`src/rtl/mw_pkg.sv`:
```
package mw_pkg;
    localparam int CMD_BITS  = 8;
    localparam int RESP_MIN  = 4;
    localparam int RESP_MAX  = 16;
    localparam int LEN_W     = 5;
    localparam int TURN_BITS = 1;

    typedef enum logic [1:0] {
        PH_IDLE  = 2'd0,
        PH_FRAME = 2'd1,
        PH_GAP   = 2'd2
    } mw_phase_e;
endpackage

```
`src/rtl/mw_fifo.sv`:
```
module mw_fifo #(
    parameter int W     = 8,
    parameter int DEPTH = 4
) (
    input  logic         clk,
    input  logic         rst_n,
    input  logic         wr_en,
    input  logic [W-1:0] wr_data,
    input  logic         rd_en,
    output logic [W-1:0] rd_data,
    output logic         full,
    output logic         empty
);
    localparam int AW = (DEPTH > 1) ? $clog2(DEPTH) : 1;
    localparam int CW = $clog2(DEPTH + 1);
    localparam logic [AW-1:0] LAST = AW'(DEPTH - 1);

    typedef struct packed {
        logic [AW-1:0] wr;
        logic [AW-1:0] rd;
        logic [CW-1:0] cnt;
    } fifo_st_t;

    fifo_st_t s_q, s_d;
    logic [W-1:0] mem_q [DEPTH];
    logic do_wr, do_rd;

    assign full    = (s_q.cnt == CW'(DEPTH));
    assign empty   = (s_q.cnt == '0);
    assign do_wr   = wr_en && !full;
    assign do_rd   = rd_en && !empty;
    assign rd_data = mem_q[s_q.rd];

    always_comb begin
        s_d = s_q;
        if (do_wr) s_d.wr = (s_q.wr == LAST) ? '0 : s_q.wr + 1'b1;
        if (do_rd) s_d.rd = (s_q.rd == LAST) ? '0 : s_q.rd + 1'b1;
        case ({do_wr, do_rd})
            2'b10:   s_d.cnt = s_q.cnt + 1'b1;
            2'b01:   s_d.cnt = s_q.cnt - 1'b1;
            default: s_d.cnt = s_q.cnt;
        endcase
    end

    always_ff @(posedge clk or negedge rst_n) begin
        if (!rst_n) s_q <= '0;
        else        s_q <= s_d;
    end

    always_ff @(posedge clk) begin
        if (do_wr) mem_q[s_q.wr] <= wr_data;
    end


    fifo_bound_chk: assert property (@(posedge clk) disable iff (!rst_n)
        s_q.cnt <= CW'(DEPTH));
endmodule

```
`src/rtl/mw_engine.sv`:
```
module mw_engine
    import mw_pkg::*;
#(
    parameter int HALF_DIV = 2
) (
    input  logic                 clk,
    input  logic                 rst_n,
    input  logic                 cmd_avail,
    input  logic [CMD_BITS-1:0]  cmd_data,
    output logic                 cmd_pop,
    input  logic [LEN_W-1:0]     resp_len,
    input  logic                 sdi,
    input  logic                 rx_full,
    output logic                 rx_push,
    output logic [RESP_MAX-1:0]  rx_word,
    output logic                 ovr,
    output logic                 sclk,
    output logic                 fs_n,
    output logic                 sdo,
    output logic                 sdo_oe
);
    localparam int CW = (2 * HALF_DIV > 1) ? $clog2(2 * HALF_DIV) : 1;
    localparam logic [CW-1:0] HALF_END = CW'(HALF_DIV - 1);
    localparam logic [CW-1:0] GAP_END  = CW'(2 * HALF_DIV - 1);
    localparam logic [LEN_W-1:0] FIRST_RESP = LEN_W'(CMD_BITS + TURN_BITS);

    typedef struct packed {
        mw_phase_e             phase;
        logic [CW-1:0]         cnt;
        logic                  half;
        logic [LEN_W-1:0]      bitn;
        logic [LEN_W-1:0]      last;
        logic [CMD_BITS-1:0]   cmd;
        logic [RESP_MAX-1:0]   rsh;
        logic                  sclk;
        logic                  fs_n;
        logic                  push;
        logic                  ovr;
    } eng_st_t;

    eng_st_t s_q, s_d;
    logic [LEN_W-1:0] eff_len;

    always_comb begin
        if (resp_len < LEN_W'(RESP_MIN))      eff_len = LEN_W'(RESP_MIN);
        else if (resp_len > LEN_W'(RESP_MAX)) eff_len = LEN_W'(RESP_MAX);
        else                                  eff_len = resp_len;
    end

    always_comb begin
        s_d      = s_q;
        s_d.push = 1'b0;
        cmd_pop  = 1'b0;
        if (s_q.push && rx_full) s_d.ovr = 1'b1;
        case (s_q.phase)
            PH_IDLE: begin
                if (cmd_avail) begin
                    cmd_pop   = 1'b1;
                    s_d.phase = PH_FRAME;
                    s_d.cmd   = cmd_data;
                    s_d.rsh   = '0;
                    s_d.bitn  = '0;
                    s_d.last  = LEN_W'(CMD_BITS + TURN_BITS) + eff_len - 1'b1;
                    s_d.cnt   = '0;
                    s_d.half  = 1'b0;
                    s_d.sclk  = 1'b0;
                    s_d.fs_n  = 1'b0;
                end
            end
            PH_FRAME: begin
                if (s_q.cnt == HALF_END) begin
                    s_d.cnt = '0;
                    if (!s_q.half) begin
                        s_d.half = 1'b1;
                        s_d.sclk = 1'b1;
                        if (s_q.bitn >= FIRST_RESP)
                            s_d.rsh = {s_q.rsh[RESP_MAX-2:0], sdi};
                    end else begin
                        s_d.half = 1'b0;
                        s_d.sclk = 1'b0;
                        if (s_q.bitn == s_q.last) begin
                            s_d.fs_n  = 1'b1;
                            s_d.phase = PH_GAP;
                            s_d.push  = 1'b1;
                        end else begin
                            s_d.bitn = s_q.bitn + 1'b1;
                            s_d.cmd  = {s_q.cmd[CMD_BITS-2:0], 1'b0};
                        end
                    end
                end else begin
                    s_d.cnt = s_q.cnt + 1'b1;
                end
            end
            PH_GAP: begin
                if (s_q.cnt == GAP_END) begin
                    s_d.cnt   = '0;
                    s_d.phase = PH_IDLE;
                end else begin
                    s_d.cnt = s_q.cnt + 1'b1;
                end
            end
            default: s_d.phase = PH_IDLE;
        endcase
    end

    always_ff @(posedge clk or negedge rst_n) begin
        if (!rst_n) begin
            s_q       <= '0;
            s_q.phase <= PH_IDLE;
            s_q.fs_n  <= 1'b1;
        end else begin
            s_q <= s_d;
        end
    end

    assign sclk    = s_q.sclk;
    assign fs_n    = s_q.fs_n;
    assign sdo     = s_q.cmd[CMD_BITS-1];
    assign sdo_oe  = (s_q.phase == PH_FRAME) && (s_q.bitn < LEN_W'(CMD_BITS));
    assign rx_push = s_q.push;
    assign rx_word = s_q.rsh;
    assign ovr     = s_q.ovr;


    idle_quiet_chk: assert property (@(posedge clk) disable iff (!rst_n)
        fs_n |-> (!sclk && !sdo_oe));

    cmd_stable_chk: assert property (@(posedge clk) disable iff (!rst_n)
        ($rose(sclk) && sdo_oe) |-> $stable(sdo));

    frame_len_chk: assert property (@(posedge clk) disable iff (!rst_n)
        (s_q.phase == PH_FRAME) |-> (s_q.bitn <= s_q.last && s_q.last >= LEN_W'(12)
                                     && s_q.last <= LEN_W'(24)));

    push_at_end_chk: assert property (@(posedge clk) disable iff (!rst_n)
        rx_push |-> $rose(fs_n));

    ovr_sticky_chk: assert property (@(posedge clk) disable iff (!rst_n)
        ovr |=> ovr);
endmodule

```
`src/rtl/mw_master.sv`:
```
module mw_master
    import mw_pkg::*;
#(
    parameter int TX_DEPTH = 4,
    parameter int RX_DEPTH = 4,
    parameter int HALF_DIV = 2
) (
    input  logic                clk,
    input  logic                rst_n,
    input  logic                tx_valid,
    input  logic [CMD_BITS-1:0] tx_data,
    output logic                tx_ready,
    input  logic [LEN_W-1:0]    resp_len,
    output logic                rx_valid,
    output logic [RESP_MAX-1:0] rx_data,
    input  logic                rx_ready,
    output logic                ovr,
    output logic                sclk,
    output logic                fs_n,
    output logic                sdo,
    output logic                sdo_oe,
    input  logic                sdi
);
    logic                tx_full, tx_empty, cmd_pop;
    logic [CMD_BITS-1:0] cmd_data;
    logic                rx_full, rx_empty, rx_push;
    logic [RESP_MAX-1:0] rx_word;

    assign tx_ready = !tx_full;
    assign rx_valid = !rx_empty;

    mw_fifo #(.W(CMD_BITS), .DEPTH(TX_DEPTH)) u_txq (
        .clk(clk), .rst_n(rst_n),
        .wr_en(tx_valid), .wr_data(tx_data),
        .rd_en(cmd_pop), .rd_data(cmd_data),
        .full(tx_full), .empty(tx_empty)
    );

    mw_engine #(.HALF_DIV(HALF_DIV)) u_eng (
        .clk(clk), .rst_n(rst_n),
        .cmd_avail(!tx_empty), .cmd_data(cmd_data), .cmd_pop(cmd_pop),
        .resp_len(resp_len), .sdi(sdi), .rx_full(rx_full),
        .rx_push(rx_push), .rx_word(rx_word), .ovr(ovr),
        .sclk(sclk), .fs_n(fs_n), .sdo(sdo), .sdo_oe(sdo_oe)
    );

    mw_fifo #(.W(RESP_MAX), .DEPTH(RX_DEPTH)) u_rxq (
        .clk(clk), .rst_n(rst_n),
        .wr_en(rx_push), .wr_data(rx_word),
        .rd_en(rx_ready), .rd_data(rx_data),
        .full(rx_full), .empty(rx_empty)
    );
endmodule

```
`config.mk`:
```
export PLATFORM = sky130hd
export DESIGN_NAME = mw_master
export DESIGN_NICKNAME = d
export VERILOG_FILES = /design/src/rtl/mw_pkg.sv /design/src/rtl/mw_fifo.sv /design/src/rtl/mw_engine.sv /design/src/rtl/mw_master.sv
export SDC_FILE = /design/constraint.sdc
export NUM_CORES = 1
export LEC_CHECK = 0
export ABC_CLOCK_PERIOD_IN_PS = 2850
export BUFFER_PORTS_ARGS = -buffer_cell sky130_fd_sc_hd__buf_2
export CELL_PAD_IN_SITES_DETAIL_PLACEMENT = 1
export CELL_PAD_IN_SITES_GLOBAL_PLACEMENT = 2
export CORE_ASPECT_RATIO = 1.4
export CORE_MARGIN = 2
export CORE_UTILIZATION = 44
export DETAILED_ROUTE_END_ITERATION = 12
export PLACE_DENSITY = 0.9
export SLEW_MARGIN = 20
export SYNTH_ARGS = -nofsm -noshare
export SYNTH_HDL_FRONTEND = slang
export SYNTH_SLANG_ARGS = --single-unit
```
`constraint.sdc`:
```
create_clock -name clk -period 2.85 [get_ports clk]
set_clock_uncertainty 0.05 [all_clocks]
set_input_delay 0.1425 -clock clk [delete_from_list [all_inputs] [get_ports clk]]
set_output_delay 0.1425 -clock clk [all_outputs]
set_load 0.01 [all_outputs]
```
### After elaboration in Yosys (flattened, before gate mapping)

Memories as Yosys holds them, arrays and structs flattened.
Cells that the tools add are included.

* logic and storage cells: 120
* bits in writable memories: 96
* memories kept: 2
* latch bits: 0
* ROM bits: 0
* input bits: 18
* flip-flop bits (word level): 57

Memories
* u_rxq.mem_q: words 4, bits a word 16, read ports 1, clocked after Yosys merged registers in 0, write ports 1, RTL line mw_fifo.sv:25 `logic [W-1:0] mem_q [DEPTH];`
* u_txq.mem_q: words 4, bits a word 8, read ports 1, clocked after Yosys merged registers in 0, write ports 1, RTL line mw_fifo.sv:25

* reduce and logical (&&, ||, !) cells: 24
* add/subtract/negate cells: 12
* equality and inequality tests: 23
* multiplexer cells: 37
* bitwise gates (word level): 1
* $mul: 0
* divide/modulo/power cells: 0
* magnitude comparators: 4
* shift-type cells: 0

Operators with widths (number)
* one-hot mux 26 bit (2 select lines): 1
* two-way mux 41 bit: 1
* two-way mux 16 bit: 2
* two-way mux 27 bit: 1
* two-way mux 2 bit: 12
* two-way mux 5 bit: 4
* AND reduction 5 bit: 4
* == test 2 bit, second input constant: 8
* two-way mux 8 bit: 2
* one-hot mux 2 bit (3 select lines): 2
* one-hot mux 3 bit (2 select lines): 2
* one-hot mux 6 bit (2 select lines): 1
* adder 2 x 1 -> 2 bit, second input constant: 5
* != test 2 x 1 -> 1 bit, second input constant: 5
* == test 2 x 1 -> 1 bit, second input constant: 4
* two-way mux 1 bit: 8
* adder 3 x 1 -> 3 bit, second input constant: 2
* == test 3 bit, second input constant: 2
* logical AND 1 bit: 6
* zero test 3 bit: 2
* two-way mux 6 bit: 1
* != test 2 bit, second input constant: 3
* nonzero test 2 bit: 3
* subtractor 3 x 1 -> 3 bit, second input constant: 2
* other kinds (14): 18

### Longest topological paths before layout

Gate-level depths: netlist of run 1.

* depth after elaboration: 7
* gate-level depth with buffers: 10

### Cells and area by module

A second synthesis of run 1 with hierarchy kept.

* cells, all modules: 457
* area, all modules: 6862.8 µm²

By module, submodules not included
* mw_fifo at u_rxq: cells an instance 125, area an instance 2768.9 µm², times used 1, sequential area each 2097.0 µm²
* mw_engine: cells an instance 247, area an instance 2446.1 µm², times used 1, sequential area each 1077.3 µm²
* mw_fifo at u_txq: cells an instance 82, area an instance 1636.6 µm², times used 1, sequential area each 1136.1 µm²
* mw_master: cells an instance 3, area an instance 11.3 µm², times used 1, sequential area each 0.0 µm²

### Worst setup path after synthesis of run 1

No wires, ideal clock.

* kind: register to register
* start point: register u_txq.s_q[0] (netlist bit)
* end point: register u_txq.s_q[1] (netlist bit)
* slack: 0.841 ns
* arrival time: 1.876 ns
* clock period less this slack: 2.009 ns
* required time: 2.717 ns
* cell stages (with the launch flop): 8
* path buffers: 0
* setup time: 0.083 ns
* cell sequence: dfrtp_1 -> nor3_1 -> nand2b_1 -> inv_1 -> ha_1 -> inv_1 -> fa_1 -> o21ai_0

* longest elaborated chain between the ends: 6

RTL lines
* start, declared: RTL line mw_fifo.sv:24 `fifo_st_t s_q, s_d;`
* start signal, assigned: RTL line mw_fifo.sv:46 `if (!rst_n) s_q <= '0;`
* start signal, assigned: RTL line mw_fifo.sv:47 `else s_q <= s_d;`
* zero test 3 bit (*): RTL line mw_fifo.sv:29 `assign empty = (s_q.cnt == '0);`
* two-way mux 1 bit (*): RTL line mw_engine.sv:57 `if (cmd_avail) begin`
* two-way mux 1 bit (*): RTL line mw_engine.sv:55 `case (s_q.phase)`
* via cmd_pop: RTL line mw_master.sv:24 `logic tx_full, tx_empty, cmd_pop;`
* logical AND 1 bit (*): RTL line mw_fifo.sv:31 `assign do_rd = rd_en && !empty;`
* == test 2 x 1 -> 1 bit / == test 2 bit (equally long branches): RTL line mw_fifo.sv:38 `case ({do_wr, do_rd})`
* one-hot mux 3 bit (2 select lines) / nonzero test 2 bit (equally long branches)

The timed path passes the listed nets; every way through them passes the cells marked *.
A chain may end at the register's enable or synchronous reset.

### Worst setup path after layout of run 1

* start point: register u_eng.s_q[42] (netlist bit)
* end point: register u_eng.s_q[22] (netlist bit)

* longest elaborated chain between the ends: 3

RTL lines
* start, declared: RTL line mw_engine.sv:41 `eng_st_t s_q, s_d;`
* == test 2 x 1 -> 1 bit / zero test 2 bit (equally long branches): RTL line mw_engine.sv:55
* != test 2 bit (no line), or another cell as far along
* AND reduction 5 bit (no line)

Several ways; a longest one is shown, not always the timed one.

==> results of run 1 <==
final timing paths:
check	slack [ns]	to	startpoint	cells past startpoint
worst max-delay path	0.46	u_eng.s_q[22]	u_eng.s_q[42]	6
worst max register to register	0.46	u_eng.s_q[22]	u_eng.s_q[42]	6
worst min-delay path	0.06	u_rxq.s_q[3]	rx_ready	3
worst min register to register	0.44	u_eng.s_q[20]	u_eng.s_q[20]	1
min in group asynchronous	0.23	u_txq.s_q[6]	rst_n	3
max in group asynchronous	2.18	u_eng.s_q[40]	rst_n	3
Yosys cell counts (all sizes together) (3+ instances only):
master   n
nor2    11
nor2b    3
nor3     6
inv     21
o211ai   3
o21ai   30
a21oi    3
or4      3
edfxtp  96
a21o     6
xor2     9
and3     8
buf      8
nand2   58
clkbuf  10
dfrtp   56
ha      21
mux2    10
nand3   13
a22o     8
mux4    24
tightest hold or removal path: stages:
cell	delay [ns]
buf_2	0.09
nand2_1	0.11
a21o_1	0.14
kinds of logic after synthesis:
| kind of cell | after synthesis | share of synthesized area |
|---|---|---|
| flops | 153 | 0.668 |
| fa+ha+maj | 23 | 0.0469 |
| buf+inv | 39 | 0.0262 |
| compound gates | 57 | 0.0570 |
| simple gates | 111 | 0.0797 |
| xor+xnor | 11 | 0.0149 |
| mux | 35 | 0.107 |
per-layer routing:
| metal | share of wire | routed length (um) |
|---|---|---|
| met1 | 0.38 | 4920 |
| met2 | 0.57 | 7320 |
| met3 | 0.031 | 392 |
| met4 | 0.015 | 187 |
| met5 | 0 | 0 |
power by group:
group	internal (mW)	switching [mW]
logic	1.04	1.12
clock network	1.32	0.982
registers	2.69	0.331
total	5.06	2.43
area by class of cell:
type                            instances  area [um^2]  area share
Inverter                               21         78.8      0.0103
Clock buffer                           17          425      0.0557
Timing Repair Buffer                   66          433      0.0567
Sequential cell                       153         4310       0.564
Tap cell                              189          236      0.0310
Multi-Input combinational cell        237         1970       0.258
Clock inverter                         15          183      0.0239
sequential cells by signal (all words and copies together) (netlist names):
register and flops:
u_eng.sclk 1, u_eng.rx_push 1, u_eng.s_q 22, u_eng.ovr 1
u_eng.sdo 1, u_txq.mem_q 32, u_eng.rx_word 16, u_rxq.s_q 7
u_eng.fs_n 1, u_txq.s_q 7, u_rxq.mem_q 64
timing repair:
item,in CTS,in global routing
hold buffers,15,0
endpoints found under the setup margin,0,0
setup buffers,0,0
endpoints found under the hold margin,94,0
through the flow:
stage / instances / setup WS (ns)
after floorplan: 429 / 0.841
after global routing: 698 / 0.280
after global placement: 651 / 0.612
after CTS: 698 / 0.477
final: 698 / 0.459
after detailed placement: 651 / 0.490
==> run metrics, run 1 <==
Mapped Cells 429; Tot Pwr 7.49 mW; final wirelength 12,800 um; PostCTS Resize Cnt 0; mean area per synthesized cell 15.0 um^2; first-pass GRT wire length 21,600 um; Fin Hold WS 0.0558 ns; Filler cells approximately 1.4k; met3 Usage GRT 0.0377; CTS clock-pin slew for the worst setup and hold paths 0.06 ns; Fin. Hold Viols 0; most frequent cells in the layout edfxtp_1, nand2_1, dfrtp_1; max-cap violations 0; Static Leakage 2.99 nW; Hold Crit Class input pin to register; CTS tree done; Cell Pwr Density 980 nW/um^2; most common cell after layout, fill and taps aside edfxtp_1; routed len/inst 18.4 um; status finished clean; Design Area, Final around 7600 um^2; WP buf/inv 1; Setup crit end kind register; Ys Warns 0; net count after synthesis 470; fraction of layout cells with a size suffix above 1 0.240; post-route ant nets 0; crit-path cells inv_1, ha_1, nor2b_1, a211o_1, a21o_1, mux2_4; vias in the first global route around 4.1k; CTS Buffer Depth 2; Die Ht 147 um; # setup viols final 0; period utilization 0.839; worst slew pin tran 0.863 ns; via count approximately 3.7k; post-detail-place hpwl 8250 um; Port Buffers 40; GP Congestion ~0.70; Num CTS Buffers 17; final setup TNS 0 ns; initial DRC count 138; f_max 418 MHz; CP startpoint kind register; RSZ-0062 raised after global routing false; Tmin final 2.39 ns; largest net degree at the start of global routing 33; worst vdd ir ~0.62 mV; Top Family by Delay on Critical Path compound AO/OA/AOI/OAI gates; Largest stage delay, worst path between 0.4 and 0.5 ns; register area share after synthesis 0.668; #FFs+latches synth ~150; initial antenna violation count 0; Synth area leaders edfxtp_1, dfrtp_1, mux4_2; Post-synth EDFFs 96; total track usage 0.183; final core occ 0.531; CTS HTree Levels 4; IO Count 41; area leader, netlist edfxtp_1; Synth async-reset ratio 0.373; diodes inserted 0; Placed Area 6880 um^2; Critical Path RT roughly 3.1 ns; Crit Path Max Fanout 14; relative slew slack 0.424; Syn-to-layout area delta 18.4%; Die Wd 106 um; met1 Use GR 0.207; clock root buffer clkbuf_16; # nets final 537; Core ar. 14,400 um^2; drt drc 0; clock sinks 153; Row Count 52; crit path DAT ~2.6 ns; total gr overflow 0; Via density roughly 5.3; grt met2 use 0.336; Synth Cell Area 6450 um^2; post-synth top area share 0.447; predominant post-synthesis flop cell edfxtp_1; Netlist cell types 43; drt pass-1 iters 4; Starting Density 0.449; Clk Latency, worst-skew pair approximately 0.42 ns; critical path class register to register; busiest layer in global routing met2; die area 15,700 um^2; CP max-delay cell a211o_1; Pins Over Slew Limit 0
Power figures use the tool's default switching activity.
==> run 2: changes to the inputs <==
--- a/config.mk
+++ b/config.mk
@@ -5,15 +5,15 @@
 export SDC_FILE = /design/constraint.sdc
 export NUM_CORES = 1
 export LEC_CHECK = 0
-export ABC_CLOCK_PERIOD_IN_PS = 2850
+export ABC_CLOCK_PERIOD_IN_PS = 1940
 export BUFFER_PORTS_ARGS = -buffer_cell sky130_fd_sc_hd__buf_2
 export CELL_PAD_IN_SITES_DETAIL_PLACEMENT = 1
 export CELL_PAD_IN_SITES_GLOBAL_PLACEMENT = 2
 export CORE_ASPECT_RATIO = 1.4
 export CORE_MARGIN = 2
-export CORE_UTILIZATION = 44
+export CORE_UTILIZATION = 40
 export DETAILED_ROUTE_END_ITERATION = 12
-export PLACE_DENSITY = 0.9
+export PLACE_DENSITY = 0.87
 export SLEW_MARGIN = 20
 export SYNTH_ARGS = -nofsm -noshare
 export SYNTH_HDL_FRONTEND = slang
==> constraint.sdc (replaced) <==
create_clock -name clk -period 1.94 [get_ports clk]
set_clock_uncertainty 0.05 [all_clocks]
set_input_delay 0.097 -clock clk [delete_from_list [all_inputs] [get_ports clk]]
set_output_delay 0.097 -clock clk [all_outputs]
set_load 0.01 [all_outputs]
==> run 2 against run 1 <==
Compared with the run above:
- utilization fell by 0.72 points
- non-clock buffer count rose by 36
- clock power is 41% higher
- sequential share of layout area down 3.9 points
- critical path depth is 3 higher
- wire length up 9.8%
- highest routed layer unchanged
==> run metrics, run 2 (synthesized netlist as in run 1, its figures left out) <==
# setup viols final 0 (unchanged); relative slew slack 0.399 (-0.0256); switching share of power 0.333 (+0.00819); total gr overflow 0 (unchanged); drt drc 0 (unchanged); Tmin final 1.92 ns (-0.469 ns); drt pass-1 iters 4 (unchanged); Largest Register u_rxq.mem_q; most frequent cells in the layout edfxtp_1, dfrtp_1, nand2_1; post-detail-place hpwl 8940 um (+8.5%); final core occ 0.524 (-0.00721); Cell Pwr Density 1480 nW/um^2 (+51%); Row Count 54 (+3.8%); largest net degree at the start of global routing 33 (unchanged); die area 17,200 um^2 (+9.7%); CP startpoint kind register; status finished clean; Crit Path Max Fanout 8 (-6); CTS HTree Levels 4 (unchanged); Static Leakage 3.23 nW (+8.1%); crit path DAT 2.18 ns (-0.46 ns); RSZ-0062 raised after global routing true; worst vdd ir 0.650 mV (+4.7%); IO Count 41 (unchanged); Die Wd 111 um (+4.7%); CTS tree done; Final Non-Filler Cells 741 (+6.2%); period utilization 0.991 (+0.152); Psw 4.05 mW (+67%); clock root buffer clkbuf_16; Setup crit end kind register; initial antenna violation count 0 (unchanged); Clk Latency, worst-skew pair 0.42 ns (about the same); CTS Buffer Depth 2 (unchanged); Via density 5.18 (-2.1%); Reg power frac 0.358 (-0.045); Power Internal 8.12 mW (+61%); Starting Density 0.411 (-0.0371); final setup TNS 0 ns (unchanged); Port Buffers 40 (unchanged); GP Congestion 0.725 (+3.0%); final wirelength 14,100 um (+9.8%); post-route ant nets 0 (unchanged); Pins Over Slew Limit 0 (unchanged); clock sinks 153 (unchanged); max reg flops 64 (unchanged); top flop regs u_rxq.mem_q: 64 flops, u_txq.mem_q: 32 flops, u_eng.s_q: 22 flops; initial DRC count 165 (+20%); Num CTS Buffers 17 (unchanged); met3 Usage GRT 0.0388 (+0.00108); max-cap violations 0 (unchanged); Fin. Hold Viols 0 (unchanged); total track usage 0.167 (-0.0163); worst slew pin tran 0.902 ns (+0.0384 ns); Cells after DPL 682 (+4.8%); most common cell after layout, fill and taps aside edfxtp_1; Comb power frac 0.373 (+0.084); fraction of layout cells with a size suffix above 1 0.393 (+0.153); CTS clock-pin slew for the worst setup and hold paths 0.07 ns (about the same); Clk pwr share 0.268 (-0.040); busiest layer in global routing met2; Core ar. 15,700 um^2 (+9.0%); Die Ht 154 um (+4.8%); critical path class register to register; grt met2 use 0.318 (-0.0186); f_max 520 MHz (+24%); diodes inserted 0 (unchanged); first-pass GRT wire length 22,300 um (+2.8%); met1 Use GR 0.177 (-0.0296); via count 3,838 (+4.0%); Tot Pwr 12.2 mW (+63%); Fin Hold WS 0.0496 ns (-0.00625 ns); flop2flop setup slack 0.02 ns (-0.44 ns); routed len/inst 19.0 um (+3.4%); Critical Path RT 2.19 ns (-0.91 ns); # nets final 573 (+6.7%); vias in the first global route 4,348 (+6.2%); Hold Crit Class input pin to register; Syn-to-layout area delta 27.3%
[run 2: cell count changes in the layout (fill, tap and decap cells not counted), sizes merged]
cell,change
buf,+34
clkbuf,+2
clkinv,+2
bufinv,-1
clkinvlp,-1
[run 2: per-stage QoR]
stage	area (um^2)	setup WS, ns
finish	8210	0.0179
global route	8210	-0.0857
CTS	7970	-0.0400
detailed placement	7140	-0.0968
global placement	7140	0.00405
floorplan	6480	-0.0126
[run 2: timing repair]
item	in CTS	in global routing
resized for setup	21	57
gates cloned	0	3
setup endpoints to repair	30	57
hold buffers	16	0
endpoints found under the hold margin	58	0
buffers inserted	4	5
pin swaps	5	14
[run 2: path summary, 6_finish.rpt]
path / start / endpoint / cells past startpoint
max in group asynchronous: rst_n / u_txq.s_q[1] / 3
min in group asynchronous: rst_n / u_eng.s_q[28] / 2
setup reg to reg: u_eng.s_q[42] / u_eng.rx_word[12] / 9
hold reg to reg: u_eng.ovr / u_eng.ovr / 1
hold / removal: rx_ready / u_rxq.s_q[3] / 4
setup / recovery: u_eng.s_q[42] / u_eng.rx_word[12] / 9
[run 2: critical path, stage by stage (launching register included)]
cell       delay (ns)
dfrtp_1          0.38
inv_2            0.09
ha_4             0.18
nor2b_4          0.12
a211o_1          0.30
buf_6            0.15
a21o_4           0.23
clkbuf_16        0.18
nand2_2          0.08
o21ai_2          0.05
[run 2: layer usage]
metal	vias to the layer above	share of wire
li1	1793	-
met1	1961	0.39
met2	66	0.57
met3	18	0.027
met4	0	0.016
met5	-	0
[run 2: cell type report]
type                            instances  area (um^2)
Clock buffer                           17          425
Multi-Input combinational cell        237         2180
Clock inverter                         15          160
Tap cell                              196          245
Timing Repair Buffer                  102          800
Sequential cell                       153         4320
Fill cell                            1537         7460
Inverter                               21         83.8
[run 2: power by group through the flow]
stage	clock [mW]	combinational [mW]	sequential, mW
final	3.26	4.54	4.36
after global placement	0	3.60	4.34
after detailed placement	0	3.81	4.38
after CTS	3.31	3.99	4.35
after global routing	3.47	4.95	4.42
after floorplan	0	2.59	4.26
==> run 3: changes to the inputs <==
--- a/config.mk
+++ b/config.mk
@@ -7,13 +7,14 @@
 export LEC_CHECK = 0
 export ABC_CLOCK_PERIOD_IN_PS = 1940
 export BUFFER_PORTS_ARGS = -buffer_cell sky130_fd_sc_hd__buf_2
+export CAP_MARGIN = 10
 export CELL_PAD_IN_SITES_DETAIL_PLACEMENT = 1
 export CELL_PAD_IN_SITES_GLOBAL_PLACEMENT = 2
 export CORE_ASPECT_RATIO = 1.4
 export CORE_MARGIN = 2
 export CORE_UTILIZATION = 40
 export DETAILED_ROUTE_END_ITERATION = 12
-export PLACE_DENSITY = 0.87
+export PLACE_DENSITY_LB_ADDON = 0.1
 export SLEW_MARGIN = 20
 export SYNTH_ARGS = -nofsm -noshare
 export SYNTH_HDL_FRONTEND = slang
==> run 3 against run 2 <==
Compared with the run above:
- wire length is 6.5% lower
- utilization is 0.10 points lower
- die area did not move
- setup slack gained 0.012 ns
- sequential power barely moved
- combinational power is 2% lower
- hold slack worse by 0.019 ns
- highest routed layer unchanged
==> run metrics, run 3 (synthesized netlist as in run 1, its figures left out) <==
critical path class register to register; Critical Path RT 2.25 ns (+0.06 ns); met1 wire length 5310 um (-2.9%); GP Congestion 0.734 (+1.3%); Row Count 54 (unchanged); Die Wd 111 um (unchanged); RSZ-0062 raised after global routing true; top flop regs u_rxq.mem_q: 64 flops, u_txq.mem_q: 32 flops, u_eng.s_q: 22 flops; CTS HTree Levels 4 (unchanged); Filler cells 1,538 (+0.065%); post-detail-place hpwl 8560 um (-4.3%); WL met3 274 um (-27%); Hold Crit Class input pin to register; met2 wire length 7390 um (-7.7%); CTS clock-pin slew for the worst setup and hold paths 0.07 ns (about the same); most frequent cells in the layout edfxtp_1, dfrtp_1, nand2_1; IO Count 41 (unchanged); final wirelength 13,200 um (-6.5%); worst slew pin tran 0.630 ns (-0.272 ns); Num CTS Buffers 17 (unchanged); total gr overflow 0 (unchanged); Die Ht 154 um (unchanged); largest net degree at the start of global routing 35 (+6.1%); Starting Density 0.411 (unchanged); # setup viols final 0 (unchanged); relative slew slack 0.580 (+0.181); Worst R2R Path Depth 7 (-2); period utilization 0.985 (-0.00598); clock root buffer clkbuf_16; post-route ant nets 0 (unchanged); clock sinks 153 (unchanged); worst vdd ir 0.753 mV (+16%); final core occ 0.523 (-0.00104); Largest Register u_rxq.mem_q; via count 3,789 (-1.3%); cell mode on critical path buf_6; Fin. Hold Viols 0 (unchanged); Crit Path Max Fanout 6 (-2); die area 17,200 um^2 (unchanged); Pins Over Slew Limit 0 (unchanged); Via density 5.12 (-1.1%); Core ar. 15,700 um^2 (unchanged); Final Non-Filler Cells 740 (-0.13%); max reg flops 64 (unchanged); routed len/inst 17.8 um (-6.4%); initial DRC count 146 (-12%); Design Area, Final 8200 um^2 (-0.20%); CP max-delay cell or4b_4; crit path DAT 2.23 ns (+0.05 ns); total track usage 0.161 (-0.00534); Max Used Layer met4; Cells after DPL 681 (-0.15%); max-cap violations 0 (unchanged); crit-path cells inv_2, ha_4, buf_6, a211o_1, buf_6, or4b_4, nand3_2; CTS Buffer Depth 2 (unchanged); status finished clean; vias in the first global route 4,217 (-3.0%); fraction of layout cells with a size suffix above 1 0.375 (-0.0177); Port Buffers 40 (unchanged); Tmin final 1.91 ns (-0.0116 ns); Clk Latency, worst-skew pair 0.43 ns (about the same); Setup crit end kind register; f_max 523 MHz (+0.61%); Hold Path Depth 5 (+1); Static Leakage 3.23 nW (about the same); drt drc 0 (unchanged); first-pass GRT wire length 21,600 um (-2.7%); Placed Area 7150 um^2 (about the same); most common cell after layout, fill and taps aside edfxtp_1; CTS tree done; diodes inserted 0 (unchanged); Largest stage delay, worst path 0.53 ns (+0.15 ns); # nets final 572 (-0.17%); drt pass-1 iters 4 (unchanged); CP startpoint kind register; initial antenna violation count 0 (unchanged); Tot Pwr 12.1 mW (-0.87%); Syn-to-layout area delta 27.1%; Cell Pwr Density 1470 nW/um^2 (-0.68%)
[run 3: per-layer routing]
metal,vias up,GRT usage
li1,1780,-
met1,1950,0.182
met2,44,0.299
met3,15,0.0376
met4,0,0.0541
met5,-,0
[run 3: cell type report]
| class | instances | area [um^2] | area share |
|---|---|---|---|
| multi-input combinational | 237 | 2140 | 0.262 |
| timing repair buffer | 101 | 807 | 0.0985 |
| inverter | 21 | 83.8 | 0.0102 |
| clock inverter | 15 | 178 | 0.0217 |
| clock buffer | 17 | 425 | 0.0519 |
| sequential | 153 | 4310 | 0.526 |
| tap | 196 | 245 | 0.0299 |
[run 3: timing repair]
item,in CTS,in global routing
endpoints found under the hold margin,60,0
resized for setup,8,57
hold buffers,16,0
endpoints found under the setup margin,15,92
buffers inserted,3,5
cloned,0,3
pin swaps,5,11
[run 3: worst paths after layout]
| kind | end | start | slack, ns |
|---|---|---|---|
| min in group asynchronous | u_eng.s_q[37] | rst_n | 0.17 |
| worst min register to register | u_eng.ovr | u_eng.ovr | 0.44 |
| max in group asynchronous | u_txq.s_q[0] | rst_n | 1.04 |
| worst min-delay path | u_eng.s_q[29] | resp_len[2] | 0.03 |
| worst max-delay path | u_eng.s_q[34] | u_eng.s_q[41] | 0.03 |
| worst max register to register | u_eng.s_q[34] | u_eng.s_q[41] | 0.03 |
[run 3: through the flow]
stage | TNS (ns) | hold slack (ns) | setup slack [ns]
2_1_floorplan | -0.0126 | -0.249 | -0.0126
3_3_place_gp | -0.00365 | 0.0985 | -0.00365
3_5_place_dp | -0.166 | 0.0959 | -0.0703
4_1_cts | 0 | 0.00570 | 0.00648
5_1_grt | -0.398 | 0.0367 | -0.0740
6_report | 0 | 0.0304 | 0.0295
[run 3: where the power goes]
part | switching [mW] | internal, mW | total (mW)
sequential | 0.383 | 3.95 | 4.34
combinational | 2.10 | 2.33 | 4.43
clock | 1.55 | 1.74 | 3.29
total | 4.03 | 8.03 | 12.1
[run 3: critical path: cells and delay by family, from the launching register on]
kind                       cells  cell delay [ns]
DFF                            1             0.42
and+or+nand+nor                2             0.60
adders and majority gates      1             0.18
AOI/OAI and AO/OA              1             0.28
buffers and inverters          3             0.34
